File: src/rtl/sercfg_pkg.sv
package sercfg_pkg;

  localparam int DATA_W = 8;

  // register offsets (byte addresses)
  localparam int OFF_MODE = 'h00;
  localparam int OFF_RATE = 'h04;
  localparam int OFF_CTRL = 'h08;
  localparam int OFF_TXD  = 'h0C;
  localparam int OFF_STAT = 'h10;
  localparam int OFF_RXD  = 'h14;
  localparam int OFF_FCTL = 'h18;
  localparam int OFF_RCNT = 'h1C;
  localparam int OFF_PORT = 'h20;
  localparam int OFF_LSR  = 'h24;

  // plain storage registers, indexed by the low values of sel_e
  localparam int NREG = 5;
  localparam logic [DATA_W-1:0] REG_MASK  [NREG] = '{8'h7B, 8'hFF, 8'hFA, 8'hFF, 8'hF3};
  localparam logic [DATA_W-1:0] REG_RESET [NREG] = '{8'h00, 8'hFF, 8'h20, 8'h00, 8'h00};

  // control bits with behaviour attached
  localparam int CTL_TXIE = 7;
  localparam int CTL_RXIE = 6;
  localparam int CTL_TXEN = 5;

  // FIFO-control bits
  localparam int FC_CLR  = 1;
  localparam int FC_TRGL = 6;

  // status bit positions
  localparam int ST_TEND = 6;
  localparam int ST_TDE  = 5;
  localparam int ST_BRK  = 4;
  localparam int ST_RXF  = 1;
  localparam int ST_DRDY = 0;

  typedef enum logic [3:0] {
    SEL_MODE = 4'd0,
    SEL_RATE = 4'd1,
    SEL_CTRL = 4'd2,
    SEL_FCTL = 4'd3,
    SEL_PORT = 4'd4,
    SEL_TXD  = 4'd5,
    SEL_STAT = 4'd6,
    SEL_RXD  = 4'd7,
    SEL_RCNT = 4'd8,
    SEL_LSR  = 4'd9,
    SEL_NONE = 4'd15
  } sel_e;

  typedef struct packed {
    logic tend;
    logic tde;
    logic brk;
    logic rxf;
    logic drdy;
  } flags_t;

endpackage

File: src/rtl/sercfg_decode.sv
module sercfg_decode
  import sercfg_pkg::*;
#(
  parameter int ADDR_W = 6
) (
  input  logic [ADDR_W-1:0] addr,
  output sel_e              sel
);

  always_comb begin
    case (addr)
      ADDR_W'(OFF_MODE): sel = SEL_MODE;
      ADDR_W'(OFF_RATE): sel = SEL_RATE;
      ADDR_W'(OFF_CTRL): sel = SEL_CTRL;
      ADDR_W'(OFF_TXD):  sel = SEL_TXD;
      ADDR_W'(OFF_STAT): sel = SEL_STAT;
      ADDR_W'(OFF_RXD):  sel = SEL_RXD;
      ADDR_W'(OFF_FCTL): sel = SEL_FCTL;
      ADDR_W'(OFF_RCNT): sel = SEL_RCNT;
      ADDR_W'(OFF_PORT): sel = SEL_PORT;
      ADDR_W'(OFF_LSR):  sel = SEL_LSR;
      default:           sel = SEL_NONE;
    endcase
  end

endmodule

File: src/rtl/sercfg_store.sv
module sercfg_store
  import sercfg_pkg::*;
(
  input  logic                          clk,
  input  logic                          rst,
  input  logic                          wr_en,
  input  sel_e                          sel,
  input  logic [DATA_W-1:0]             wdata,
  output logic [NREG-1:0][DATA_W-1:0]   regs,
  output logic                          tx_strobe,
  output logic [DATA_W-1:0]             tx_byte,
  output logic                          fifo_clear
);

  // one masked storage register per entry of the package tables
  for (genvar i = 0; i < NREG; i++) begin : g_reg
    logic hit;
    assign hit = wr_en && (sel == sel_e'(i));
    always_ff @(posedge clk) begin
      if (rst) begin
        regs[i] <= REG_RESET[i];
      end else if (hit) begin
        regs[i] <= wdata & REG_MASK[i];
      end
    end
  end

  always_ff @(posedge clk) begin
    if (rst) begin
      tx_strobe  <= 1'b0;
      tx_byte    <= '0;
      fifo_clear <= 1'b0;
    end else begin
      tx_strobe  <= wr_en && (sel == SEL_TXD);
      fifo_clear <= wr_en && (sel == SEL_FCTL) && wdata[FC_CLR];
      if (wr_en && (sel == SEL_TXD)) begin
        tx_byte <= wdata;
      end
    end
  end

endmodule

File: src/rtl/sercfg_status.sv
module sercfg_status
  import sercfg_pkg::*;
(
  input  logic              clk,
  input  logic              rst,
  input  logic              wr_en,
  input  logic              rd_en,
  input  sel_e              sel,
  input  logic [DATA_W-1:0] wdata,
  input  logic [DATA_W-1:0] ctrl_q,
  input  logic              rxf_set,
  input  logic              rxf_clr,
  input  logic              dr_set,
  input  logic              brk_set,
  output flags_t            flags,
  output logic              rx_irq
);

  flags_t flags_d;
  logic   irq_d;

  always_comb begin
    flags_d = flags;
    // clears from the bus and the FIFO first
    if (wr_en && sel == SEL_STAT) begin
      flags_d.tend = flags.tend & wdata[ST_TEND];
      flags_d.tde  = flags.tde  & wdata[ST_TDE];
      flags_d.brk  = flags.brk  & wdata[ST_BRK];
      flags_d.rxf  = flags.rxf  & wdata[ST_RXF];
      flags_d.drdy = flags.drdy & wdata[ST_DRDY];
    end
    if (wr_en && sel == SEL_TXD) begin
      flags_d.tde = 1'b0;
    end
    if (rxf_clr) begin
      flags_d.rxf = 1'b0;
    end
    // then the sets
    if (wr_en && sel == SEL_CTRL && !wdata[CTL_TXEN]) begin
      flags_d.tend = 1'b1;
    end
    if (rd_en && sel == SEL_STAT && ctrl_q[CTL_TXEN]) begin
      flags_d.tend = 1'b1;
      flags_d.tde  = 1'b1;
    end
    if (rxf_set) flags_d.rxf  = 1'b1;
    if (dr_set)  flags_d.drdy = 1'b1;
    if (brk_set) flags_d.brk  = 1'b1;
  end

  always_comb begin
    irq_d = rx_irq;
    if (wr_en && sel == SEL_CTRL && !wdata[CTL_RXIE]) begin
      irq_d = 1'b0;
    end
    if (wr_en && sel == SEL_STAT && !(wdata[ST_RXF] && wdata[ST_DRDY])) begin
      irq_d = 1'b0;
    end
    if (rxf_set && ctrl_q[CTL_RXIE]) begin
      irq_d = 1'b1;
    end
  end

  always_ff @(posedge clk) begin
    if (rst) begin
      flags  <= '{tend: 1'b1, tde: 1'b1, brk: 1'b0, rxf: 1'b0, drdy: 1'b0};
      rx_irq <= 1'b0;
    end else begin
      flags  <= flags_d;
      rx_irq <= irq_d;
    end
  end

endmodule

File: src/rtl/sercfg_rdmux.sv
module sercfg_rdmux
  import sercfg_pkg::*;
#(
  parameter int CNT_W = 5
) (
  input  logic                        clk,
  input  logic                        rst,
  input  logic                        rd_en,
  input  sel_e                        sel,
  input  logic [NREG-1:0][DATA_W-1:0] regs,
  input  flags_t                      flags,
  input  logic [DATA_W-1:0]           fifo_rdata,
  input  logic [CNT_W-1:0]            fifo_level,
  output logic [DATA_W-1:0]           rdata
);

  logic [DATA_W-1:0] status_word;
  logic [DATA_W-1:0] rd_val;

  always_comb begin
    status_word          = '0;
    status_word[ST_TEND] = flags.tend;
    status_word[ST_TDE]  = flags.tde;
    status_word[ST_BRK]  = flags.brk;
    status_word[ST_RXF]  = flags.rxf;
    status_word[ST_DRDY] = flags.drdy;
  end

  always_comb begin
    case (sel)
      SEL_MODE, SEL_RATE, SEL_CTRL, SEL_FCTL, SEL_PORT:
        rd_val = regs[int'(sel)];
      SEL_STAT: rd_val = status_word;
      SEL_RXD:  rd_val = fifo_rdata;
      SEL_RCNT: rd_val = DATA_W'(fifo_level);
      default:  rd_val = '0;
    endcase
  end

  always_ff @(posedge clk) begin
    if (rst) begin
      rdata <= '0;
    end else begin
      rdata <= rd_en ? rd_val : '0;
    end
  end

endmodule

File: src/rtl/sercfg_regs.sv
module sercfg_regs
  import sercfg_pkg::*;
#(
  parameter int ADDR_W = 6,
  parameter int CNT_W  = 5
) (
  input  logic              clk,
  input  logic              rst,
  input  logic [ADDR_W-1:0] bus_addr,
  input  logic              bus_wr,
  input  logic              bus_rd,
  input  logic [7:0]        bus_wdata,
  output logic [7:0]        bus_rdata,
  output logic              tx_strobe,
  output logic [7:0]        tx_byte,
  output logic              tx_irq,
  output logic              rx_irq,
  output logic              fifo_clear,
  output logic [1:0]        trig_sel,
  output logic              fifo_pop,
  input  logic [7:0]        fifo_rdata,
  input  logic [CNT_W-1:0]  fifo_level,
  input  logic              rxf_set,
  input  logic              rxf_clr,
  input  logic              dr_set,
  input  logic              brk_set
);

  sel_e                        sel;
  logic                        rd_en;
  logic [NREG-1:0][DATA_W-1:0] regs;
  flags_t                      flags;

  // a write takes the cycle when both strobes are high
  assign rd_en = bus_rd && !bus_wr;

  sercfg_decode #(.ADDR_W(ADDR_W)) dec_i (
    .addr (bus_addr),
    .sel  (sel)
  );

  sercfg_store store_i (
    .clk        (clk),
    .rst        (rst),
    .wr_en      (bus_wr),
    .sel        (sel),
    .wdata      (bus_wdata),
    .regs       (regs),
    .tx_strobe  (tx_strobe),
    .tx_byte    (tx_byte),
    .fifo_clear (fifo_clear)
  );

  sercfg_status status_i (
    .clk     (clk),
    .rst     (rst),
    .wr_en   (bus_wr),
    .rd_en   (rd_en),
    .sel     (sel),
    .wdata   (bus_wdata),
    .ctrl_q  (regs[int'(SEL_CTRL)]),
    .rxf_set (rxf_set),
    .rxf_clr (rxf_clr),
    .dr_set  (dr_set),
    .brk_set (brk_set),
    .flags   (flags),
    .rx_irq  (rx_irq)
  );

  sercfg_rdmux #(.CNT_W(CNT_W)) rdmux_i (
    .clk        (clk),
    .rst        (rst),
    .rd_en      (rd_en),
    .sel        (sel),
    .regs       (regs),
    .flags      (flags),
    .fifo_rdata (fifo_rdata),
    .fifo_level (fifo_level),
    .rdata      (bus_rdata)
  );

  assign tx_irq   = regs[int'(SEL_CTRL)][CTL_TXIE];
  assign trig_sel = regs[int'(SEL_FCTL)][FC_TRGL+1:FC_TRGL];
  assign fifo_pop = rd_en && (sel == SEL_RXD);

endmodule

File: config.mk
export PLATFORM = sky130hd
export DESIGN_NAME = sercfg_regs
export DESIGN_NICKNAME = d
export VERILOG_FILES = /design/src/rtl/sercfg_pkg.sv /design/src/rtl/sercfg_decode.sv /design/src/rtl/sercfg_store.sv /design/src/rtl/sercfg_status.sv /design/src/rtl/sercfg_rdmux.sv /design/src/rtl/sercfg_regs.sv
export SDC_FILE = /design/constraint.sdc
export NUM_CORES = 1
export LEC_CHECK = 0
export CAP_MARGIN = 20
export CORE_AREA = 10 10 85 87
export CTS_CLUSTER_SIZE = 14
export DETAILED_ROUTE_END_ITERATION = 10
export DIE_AREA = 0 0 95 97
export PLACE_DENSITY = 0.89
export SKIP_CTS_REPAIR_TIMING = 1
export SYNTH_ARGS = -nofsm -noshare
export SYNTH_HDL_FRONTEND = slang
export SYNTH_HIERARCHICAL = 1
export SYNTH_SLANG_ARGS = --single-unit
File: constraint.sdc
create_clock -name clk -period 8.9 [get_ports clk]
set_clock_uncertainty 0.2 [all_clocks]
set_input_delay 2.67 -clock clk [delete_from_list [all_inputs] [get_ports clk]]
set_output_delay 2.67 -clock clk [all_outputs]
set_load 0.05 [all_outputs]
# Word level (Yosys, flattened, before mapping)
# Cells that the tools add are included.
# word_totals
regBits,58
inputBits,35
output_inout_bits,23
word_cells,84
# classes
n_lt_le_gt_ge,1
eq_ne,17
n_mux,13
bitwise,6
n_reduce_logical,32
# ops
cell,count
4-bit case mux with 10 select lines,1
8-bit case mux with 4 select lines,1
8-bit binary-select mux with 3-bit select,1
"6-bit by 5-bit equality test with 1-bit output, second input constant",4
1-bit logical AND,17
"4-bit by 3-bit equality test with 1-bit output, second input constant",4
"6-bit by 4-bit equality test with 1-bit output, second input constant",2
"6-bit equality test, second input constant",2
"4-bit by 2-bit equality test with 1-bit output, second input constant",2
1-bit 2-to-1 mux,8
8-bit 2-to-1 mux,1
"6-bit by 3-bit equality test with 1-bit output, second input constant",1
6-bit logical NOT,1
2-bit nonzero test,3
3-bit nonzero test,2
1-bit AND,5
5-bit OR reduction,1
"4-bit by 1-bit equality test with 1-bit output, second input constant",1
"4-bit equality test, second input constant",1
1-bit logical NOT,4
4-bit logical NOT,1
"4-bit less-than comparator, second input constant",1
4-bit 2-to-1 mux,1
2-bit OR reduction,2
2 further kinds,2

# Longest topological paths before layout
# Gate-level depths: netlist of run 1.
# depth
word_depth,8
ltp_mapped,9
mapped_depth_nobuf,7

# Cells and area by module
# Netlist of run 1, hierarchy kept.
# by_module_without_submodules
mod,n_inst,cells_per_inst,area_per_inst_um2,seq_area_each_um2
sercfg_store,1,172,1813.0,880.8
sercfg_rdmux,1,95,789.5,160.2
sercfg_status,1,32,299.0,120.1
sercfg_decode,1,17,96.3,0.0
sercfg_regs,1,3,23.8,0.0

# Worst setup path before layout of run 1
# No wires, ideal clock.
# synth_path
path_type,input port to output port
from,input port bus_addr[5]
to,output port fifo_pop
arrival_ns,4.007
t_required_ns,6.030
path_slack_ns,2.023
stages,4
n_path_buf,0
cell_sequence,inv_1 -> o2111ai_1 -> nor2b_1 -> and4_1
# synth_via
elab_chain_len,4
elab_cells_between_ends,13
cone_classes,eq/ne: 10; mux: 1; reduce/logical: 2
# synth_lines
element,line_no,text
"start, declared",sercfg_regs.sv:9,"input logic [ADDR_W-1:0] bus_addr,"
"6-bit equality test, or another cell as far along",sercfg_decode.sv:11,case (addr)
4-bit case mux with 10 select lines *,sercfg_decode.sv:11,
via sel[2],sercfg_regs.sv:29,sel_e sel;
4-bit by 3-bit equality test with 1-bit output *,sercfg_regs.sv:84,assign fifo_pop = rd_en && (sel == SEL_RXD);
1-bit logical AND *,sercfg_regs.sv:84,
"end, declared",sercfg_regs.sv:20,"output logic fifo_pop,"
# The timed path passes the listed nets; every way through them passes the cells marked *.

# Worst setup path after layout of run 1
# layout_path
from,input port bus_addr[2]
to,output port fifo_pop
# Same word-level chain as after synthesis.

==> flow_summary.json, run 1 <==
{
  "worstPathRequired_ps": 6030,
  "fmax_ghz": 0.129,
  "antenna_cells": 0,
  "clk_pin_slew_ps": 60,
  "ant_nets": 0,
  "cap_viol_max_count": 0,
  "start_util": 0.552,
  "synth.most_common_cell": "dfxtp_1",
  "netlist-cell-type-count": 52,
  "synth-seq-cells": 58,
  "slew_violations": 0,
  "clock-sinks": 58,
  "insertion_delay_ps": 330,
  "synth_top_area_frac": 0.384,
  "num_vias": 2507,
  "ir_drop_mv": 0.150,
  "setup_viol": 0,
  "synthArstFlopShare": 0,
  "ys_top_cells_by_count": "dfxtp_1 (58), mux2i_1 (50), nand2b_1 (50)",
  "netlist_area_um2": 3020,
  "synthFlopType": "dfxtp_1",
  "syn_to_final_growth_pct": 27.3,
  "die_h_um": 97,
  "io_pins": 58,
  "clk_path_buf_depth": 2,
  "row_count": 27,
  "drt_pass1_iterations": 4,
  "relSlewSlack": 0.617,
  "die_x_um": 95,
  "grt_overflow": 0,
  "critPathKind": "primary input to output port",
  "antenna_found_initial": 0,
  "cts_root_buf": "clkbuf_8",
  "total_power_mw": 0.607,
  "avgSynthCellArea_um2": 9.47,
  "max_slew.worst_pin.slew_ps": 574,
  "coreArea_um2": 5470,
  "cts.htree.levels": 3,
  "outcome": "complete, no violations",
  "fillers": 418,
  "drc": 0,
  "rsz0062_at_grt": "no",
  "start_kind": "primary input",
  "syn_inst": 319,
  "drive_gt1_frac": 0.105,
  "finalHoldViolCount": 0,
  "wirelength_um": 7760,
  "yosys-top-cells-area": "dfxtp_1 (38%), mux2i_1 (17%), nand2b_1 (10%)",
  "drt_iter0_markers": 174,
  "wl_per_cell_um": 17.1,
  "synth_edf_count": 0,
  "fin_nets": 411,
  "grt_max_degree": 66,
  "grt_use_total": 0.166,
  "gp_congestion": 0.871,
  "vias_per_cell": 5.53,
  "portBuffers": 57,
  "power_leakage_nw": 1.58,
  "cellPowerDensity_nw_per_um2": 158,
  "seq_area_frac_synth": 0.384,
  "crit_arrival_ps": 4910,
  "hpwl_um": 5340,
  "grt_pass1_vias": 2507,
  "cts_tree": "done",
  "cts_buffers": 9,
  "ys_warn_count": 6,
  "yosysTopAreaCell": "dfxtp_1",
  "cp_max_fo": 18,
  "setup_tns_ps": 0,
  "grt_pass1_wl_um": 12400,
  "period_minus_slack_ps": 7780,
  "dieArea_um2": 9220,
  "worstHoldPathType": "flop to flop",
  "crit_path_end_kind": "output port",
  "finish.utilization": 0.703,
  "finalCritPeriodShare": 0.874
}
[kinds of logic after synthesis]
group,Yosys count,synth area share
compound gates,52,0.104
fa+ha+maj,1,0.00373
buf+inv,29,0.0551
flops,58,0.384
mux,57,0.207
other cells,1,0.00124
simple gates,121,0.246
[flip-flops by register name, indices dropped and copies added, names as in the netlist]
name / count
store_i/tx_byte: 8
store_i/regs: 34
store_i/fifo_clear: 1
status_i/flags: 5
rdmux_i/rdata: 8
store_i/tx_strobe: 1
status_i/rx_irq: 1
[power by group]
part	total [mW]	internal [mW]	leakage, nW	switching, mW
combinational	0.0579	0.0291	0.991	0.0288
sequential	0.262	0.261	0.468	0.000739
clock	0.288	0.180	0.119	0.107
[worst max-delay path, cell delays in order]
cell             delay [ps]
clkdlybuf4s50_1         520
o21a_1                  220
nor2_1                   80
o21ai_1                  70
buf_4                   210
nor2b_1                 130
and4_1                  200
clkdlybuf4s50_1         810
[final timing paths]
check / from / slack (ps) / cells after the start / to
worst max-delay path: bus_addr[2] / 1120 / 8 / fifo_pop
worst min-delay path: store_i/regs[24]$_SDFFE_PP0P_ / 270 / 2 / store_i/regs[24]$_SDFFE_PP0P_
worst max register to register: store_i/regs[22]$_SDFFE_PP0P_ / 7450 / 3 / rdmux_i/rdata[6]$_SDFF_PP0_
worst min register to register: store_i/regs[24]$_SDFFE_PP0P_ / 270 / 2 / store_i/regs[24]$_SDFFE_PP0P_
[layout by cell type, fill, tap and decap left out, types with 3 or more instances in the layout]
cell / netlist / layout
clkdlybuf4s50_1: 0 / 57
nand2b_1: 50 / 50
mux4_2: 4 / 4
nor2b_1: 3 / 3
nor2_1: 29 / 29
conb_1: 1 / 6
clkbuf_8: 0 / 12
nand2_1: 12 / 12
dfxtp_1: 58 / 58
mux2i_1: 50 / 50
a21oi_1: 26 / 26
mux2_2: 3 / 3
o31ai_1: 4 / 4
a32oi_1: 3 / 3
buf_4: 8 / 5
o21ai_0: 8 / 7
inv_1: 7 / 7
[per-stage QoR]
step                hold slack [ps]  area [um2]  instances  setup WS [ps]
floorplan                       236        3040        324           2020
global placement                255        3610        437           1200
detailed placement              267        3610        437           1140
CTS                             276        3850        453           1120
global route                    298        3850        453           1070
finish                          274        3850        453           1120
[cell type report]
cell class | count | area (um2) | share of cell area
multi-input cells | 237 | 1720 | 0.447
flip-flops and latches | 58 | 1160 | 0.302
repair buffers | 62 | 608 | 0.158
clock buffers | 12 | 165 | 0.0429
well taps | 72 | 90.1 | 0.0234
clock inverters | 4 | 72.6 | 0.0189
inverters | 8 | 30.0 | 0.00781
[routing by layer]
layer | up-vias | part of all wire | GRT usage
met4 | 0 | 0.014 | 0.0721
met5 | - | 0 | 0
li1 | 1218 | - | -
met2 | 91 | 0.45 | 0.242
met1 | 1186 | 0.44 | 0.213
met3 | 12 | 0.087 | 0.0625
Note: power is estimated with default switching activity, not from simulation.
==> inputs of run 2 (changes only) <==
CORE_AREA = 2 2 77 79   (was 10 10 85 87)
DIE_AREA = 0 0 79 81   (was 0 0 95 97)
PLACE_DENSITY = 0.83   (was 0.89)
==> flow_summary.json, run 2 (same netlist as run 1, synthesis figures left out) <==
{
  "die_h_um": 81,
  "num_vias": 2436,
  "drive_gt1_frac": 0.0976,
  "wl_per_cell_um": 15.5,
  "rsz0062_at_grt": "no",
  "period_minus_slack_ps": 7830,
  "r2r_cells": 3,
  "regMostFlops": "store_i/regs",
  "setup_viol": 0,
  "finalCritPeriodShare": 0.880,
  "cpPeakStageDelay_ps": 800,
  "power_leakage_nw": 1.55,
  "worst-path-stages": 6,
  "critPathMostFrequentCell": "clkdlybuf4s50_1",
  "cts_buffers": 9,
  "dpl_cell_area_um2": 3610,
  "grt_max_degree": 66,
  "slew_violations": 0,
  "largest_register_ffs": 34,
  "clock-sinks": 58,
  "grt_pass1_vias": 2342,
  "max_slew.worst_pin.slew_ps": 640,
  "path_delay_family": "buffers and inverters",
  "start_kind": "primary input",
  "row_count": 28,
  "fmax_ghz": 0.128,
  "coreArea_um2": 5680,
  "crit_arrival_ps": 4960,
  "crit_path_end_kind": "output port",
  "dp_cells": 440,
  "critPathKind": "primary input to output port",
  "cts_root_buf": "clkbuf_8",
  "grt_use_total": 0.227,
  "clk_pin_slew_ps": 60,
  "cts_tree": "done",
  "setup_tns_ps": 0,
  "finalInstanceArea_um2": 3780,
  "worstHoldPathType": "flop to flop",
  "grt_overflow": 0,
  "final_cell_count_no_fill": 454,
  "critPathSlowestCell": "clkdlybuf4s50_1",
  "cp_max_fo": 27,
  "hpwl_um": 4750,
  "worstPathRequired_ps": 6030,
  "ir_drop_mv": 0.0940,
  "vias_per_cell": 5.37,
  "drt_pass1_iterations": 4,
  "drc": 0,
  "antenna_found_initial": 0,
  "fin_nets": 411,
  "start_util": 0.532,
  "die_x_um": 79,
  "dieArea_um2": 6400,
  "crit_buf_inv": 3,
  "insertion_delay_ps": 330,
  "final_common_cell": "dfxtp_1",
  "drt_iter0_markers": 206,
  "clk_path_buf_depth": 2,
  "cellPowerDensity_nw_per_um2": 143,
  "syn_to_final_growth_pct": 25.3,
  "io_pins": 58,
  "wirelength_um": 7030,
  "finalHoldViolCount": 0,
  "antenna_cells": 0,
  "cts.htree.levels": 3,
  "grt_pass1_wl_um": 11200,
  "portBuffers": 57,
  "outcome": "complete, no violations",
  "path_cells": "clkdlybuf4s50_1, or2b_1, nand3_1, buf_4, and4_1, clkdlybuf4s50_1",
  "gp_congestion": 0.813,
  "cap_viol_max_count": 0,
  "fillers": 488,
  "top_regs": "store_i/regs x34, rdmux_i/rdata x8, store_i/tx_byte x8",
  "final_cell_mix": "dfxtp_1 (58), clkdlybuf4s50_1 (57), nand2b_1 (50), mux2i_1 (50), nor2_1 (29)",
  "relSlewSlack": 0.573,
  "hold_path_depth": 2,
  "ant_nets": 0
}
==> run 2: cell types whose count changed in the layout (fill, tap and decap cells not counted), sizes merged <==
cell      delta
bufinv       -1
clkinvlp     -1
clkinv       +2
clkbuf       -2
==> run 2: layout make-up <==
| class | count | area (um2) | area share |
|---|---|---|---|
| Timing Repair Buffer | 62 | 608 | 0.161 |
| Multi-Input combinational cell | 237 | 1720 | 0.454 |
| Clock inverter | 4 | 45.0 | 0.0119 |
| Clock buffer | 10 | 128 | 0.0337 |
| Tap cell | 75 | 93.8 | 0.0248 |
| Inverter | 8 | 30.0 | 0.00793 |
| Sequential cell | 58 | 1160 | 0.307 |
==> run 2: metrics by stage <==
step | utilization | hold WS, ps | total power [mW] | worst slack [ps]
2_1_floorplan | - | 236 | 0.300 | 2020
3_5_place_dp | 0.636 | 259 | 0.324 | 1080
3_3_place_gp | 0.636 | 259 | 0.323 | 1130
4_1_cts | 0.667 | 276 | 0.546 | 1060
5_1_grt | 0.667 | 285 | 0.558 | 955
6_report | 0.667 | 275 | 0.542 | 1070
==> run 2: per-layer routing <==
layer | wire (um) | vias up | part of all wire | GRT usage
li1 | - | 1218 | - | -
met1 | 3230 | 1133 | 0.46 | 0.301
met2 | 3250 | 68 | 0.46 | 0.361
met3 | 384 | 17 | 0.055 | 0.0411
met4 | 168 | 0 | 0.024 | 0.109
met5 | 0 | - | 0 | 0
==> run 2: final timing paths <==
kind | start | to | slack [ps]
hold reg to reg | store_i/regs[24]$_SDFFE_PP0P_ | store_i/regs[24]$_SDFFE_PP0P_ | 270
setup reg to reg | store_i/regs[30]$_SDFFE_PP0P_ | rdmux_i/rdata[6]$_SDFF_PP0_ | 7460
setup / recovery | bus_addr[4] | fifo_pop | 1070
hold / removal | store_i/regs[24]$_SDFFE_PP0P_ | store_i/regs[24]$_SDFFE_PP0P_ | 270
==> run 2: power breakdown <==
part	internal [mW]	switching, mW	leakage, nW	total (mW)
clock	0.125	0.0986	0.0918	0.223
sequential	0.261	0.000821	0.468	0.262
combinational	0.0291	0.0278	0.991	0.0569
==> run 2: worst register-to-register path: cells and delay by family, from the launching register on <==
family	cells	cell delay [ps]
muxes	2	690
DFF	1	320
AOI/OAI and AO/OA	1	120
==> inputs of run 3 (changes only) <==
CORE_AREA = 2 2 84 86   (was 2 2 77 79)
DIE_AREA = 0 0 86 88   (was 0 0 79 81)
PLACE_DENSITY = 0.74   (was 0.83)
clock period = 6.6 ns   (was 8.9 ns; I/O delays follow)
==> flow_summary.json, run 3 (same netlist as run 1, synthesis figures left out) <==
{
  "outcome": "complete, no violations",
  "drive_gt1_frac": 0.103,
  "cts.htree.levels": 3,
  "wirelength_um": 7210,
  "worst-path-stages": 8,
  "grt_pass1_vias": 2425,
  "cts_buffers": 9,
  "grt_use_total": 0.205,
  "dpl_worst_slack_ps": 818,
  "worstHoldPathType": "flop to flop",
  "grt_pass1_wl_um": 12000,
  "clk_pin_slew_ps": 70,
  "combPwrFrac": 0.097,
  "fmax_ghz": 0.172,
  "cap_viol_max_count": 0,
  "cellPowerDensity_nw_per_um2": 209,
  "gp_congestion": 0.758,
  "num_vias": 2443,
  "r2r_cells": 3,
  "power_switching_mw": 0.173,
  "start_util": 0.455,
  "crit_arrival_ps": 3630,
  "max_slew.worst_pin.slew_ps": 888,
  "fin_nets": 411,
  "final_cell_mix": "dfxtp_1 (58), clkdlybuf4s50_1 (56), nand2b_1 (50), mux2i_1 (50), nor2_1 (29)",
  "p_int_mw": 0.631,
  "period_minus_slack_ps": 5810,
  "relSlewSlack": 0.406,
  "slew_violations": 0,
  "clock-sinks": 58,
  "insertion_delay_ps": 330,
  "rsz0062_at_grt": "no",
  "finalHoldViolCount": 0,
  "setup_tns_ps": 0,
  "portBuffers": 57,
  "power_frac_seq": 0.439,
  "ff2ff_setup_slack_ps": 5100,
  "vias_per_cell": 5.32,
  "worstHoldStart": "store_i/tx_byte[6]$_SDFFE_PP0P_",
  "cts_tree": "done",
  "die_h_um": 88,
  "top_regs": "store_i/regs x34, rdmux_i/rdata x8, store_i/tx_byte x8",
  "finalInstanceArea_um2": 3850,
  "setup_viol": 0,
  "antenna_cells": 0,
  "cts_root_buf": "clkbuf_8",
  "grt_overflow": 0,
  "worstPathRequired_ps": 4420,
  "antenna_found_initial": 0,
  "power_leakage_nw": 1.58,
  "dieArea_um2": 7570,
  "path_cells": "clkdlybuf4s50_1, o21a_1, nor2_1, o21ai_1, buf_4, nor2b_1, and4_1, buf_12",
  "start_kind": "primary input",
  "worstReg2RegEnd": "rdmux_i/rdata[6]$_SDFF_PP0_",
  "crit_path_end_kind": "output port",
  "dpl_cell_area_um2": 3630,
  "largest_register_ffs": 34,
  "coreArea_um2": 6640,
  "setup_slack_ps": 788,
  "dp_cells": 445,
  "critPathKind": "primary input to output port",
  "drt_pass1_iterations": 4,
  "final_cell_count_no_fill": 459,
  "p_clk_frac": 0.464,
  "wl_per_cell_um": 15.7,
  "cpPeakStageDelay_ps": 570,
  "ant_nets": 0,
  "row_count": 30,
  "crit_start": "bus_addr[4]",
  "netSwitchingFraction": 0.215,
  "io_pins": 58,
  "path_delay_family": "buffers and inverters",
  "syn_to_final_growth_pct": 27.5,
  "finalCritPeriodShare": 0.881,
  "finish.utilization": 0.580,
  "grt_max_degree": 40,
  "die_x_um": 86,
  "r2r_start": "store_i/regs[22]$_SDFFE_PP0P_",
  "hpwl_um": 4850,
  "regMostFlops": "store_i/regs",
  "cp_max_fo": 18,
  "endpoint": "fifo_pop",
  "hold_path_depth": 2,
  "final_common_cell": "dfxtp_1",
  "ir_drop_mv": 0.178,
  "drt_iter0_markers": 128,
  "drc": 0,
  "crit_buf_inv": 3,
  "critPathSlowestCell": "clkdlybuf4s50_1",
  "clk_path_buf_depth": 2
}
## run 3: changes by cell type in the layout (fill, tap and decap cells not counted)
cell,previous run,this run
buf_12,0,1
clkdlybuf4s50_1,57,56
clkinv_2,3,0
clkbuf_8,9,12
clkbuf_1,1,0
bufinv_16,1,2
## run 3: worst min-delay path by stage
stage | to | slack (ps)
after floorplan | status_i/rx_irq$_SDFFE_PP0P_ | 240
after global placement | store_i/regs[3]$_SDFFE_PP0P_ | 260
after detailed placement | store_i/regs[26]$_SDFFE_PP0P_ | 260
after CTS | status_i/flags[0]$_SDFFE_PP0P_ | 280
after global routing | store_i/regs[26]$_SDFFE_PP0P_ | 290
final | store_i/tx_byte[6]$_SDFFE_PP0P_ | 280
## run 3: area by class of cell
class / instances / area [um2]
repair buffers: 62 / 618
clock buffers: 12 / 165
fillers: 591 / 2790
multi-input cells: 237 / 1720
flip-flops and latches: 58 / 1160
inverters: 8 / 30.0
clock inverters: 2 / 60.1
well taps: 80 / 100
## run 3: worst min-delay path, cell delays in order (launching register included)
cell      delay [ps]
dfxtp_1          310
nand2b_1          60
mux2i_1           60
## run 3: metal layers
layer | vias to the layer above | track usage | routed length [um]
met5 | - | 0 | 0
met2 | 74 | 0.311 | 3110
met1 | 1139 | 0.276 | 3550
met4 | 0 | 0.0736 | 123
met3 | 12 | 0.0631 | 422
li1 | 1218 | - | -
## run 3: power by group through the flow
stage	clock, mW	sequential [mW]	combinational, mW
2_1_floorplan	0	0.362	0.0429
3_3_place_gp	0	0.361	0.0758
3_5_place_dp	0	0.361	0.0771
4_1_cts	0.379	0.353	0.0776
5_1_grt	0.399	0.353	0.0842
6_report	0.373	0.353	0.0777
## run 3: metrics by stage
stage                     hold WS (ps)  power [mW]
after floorplan                    236       0.405
after global placement             257       0.437
after detailed placement           264       0.438
after CTS                          278       0.810
after global routing               293       0.836
final                              276       0.804
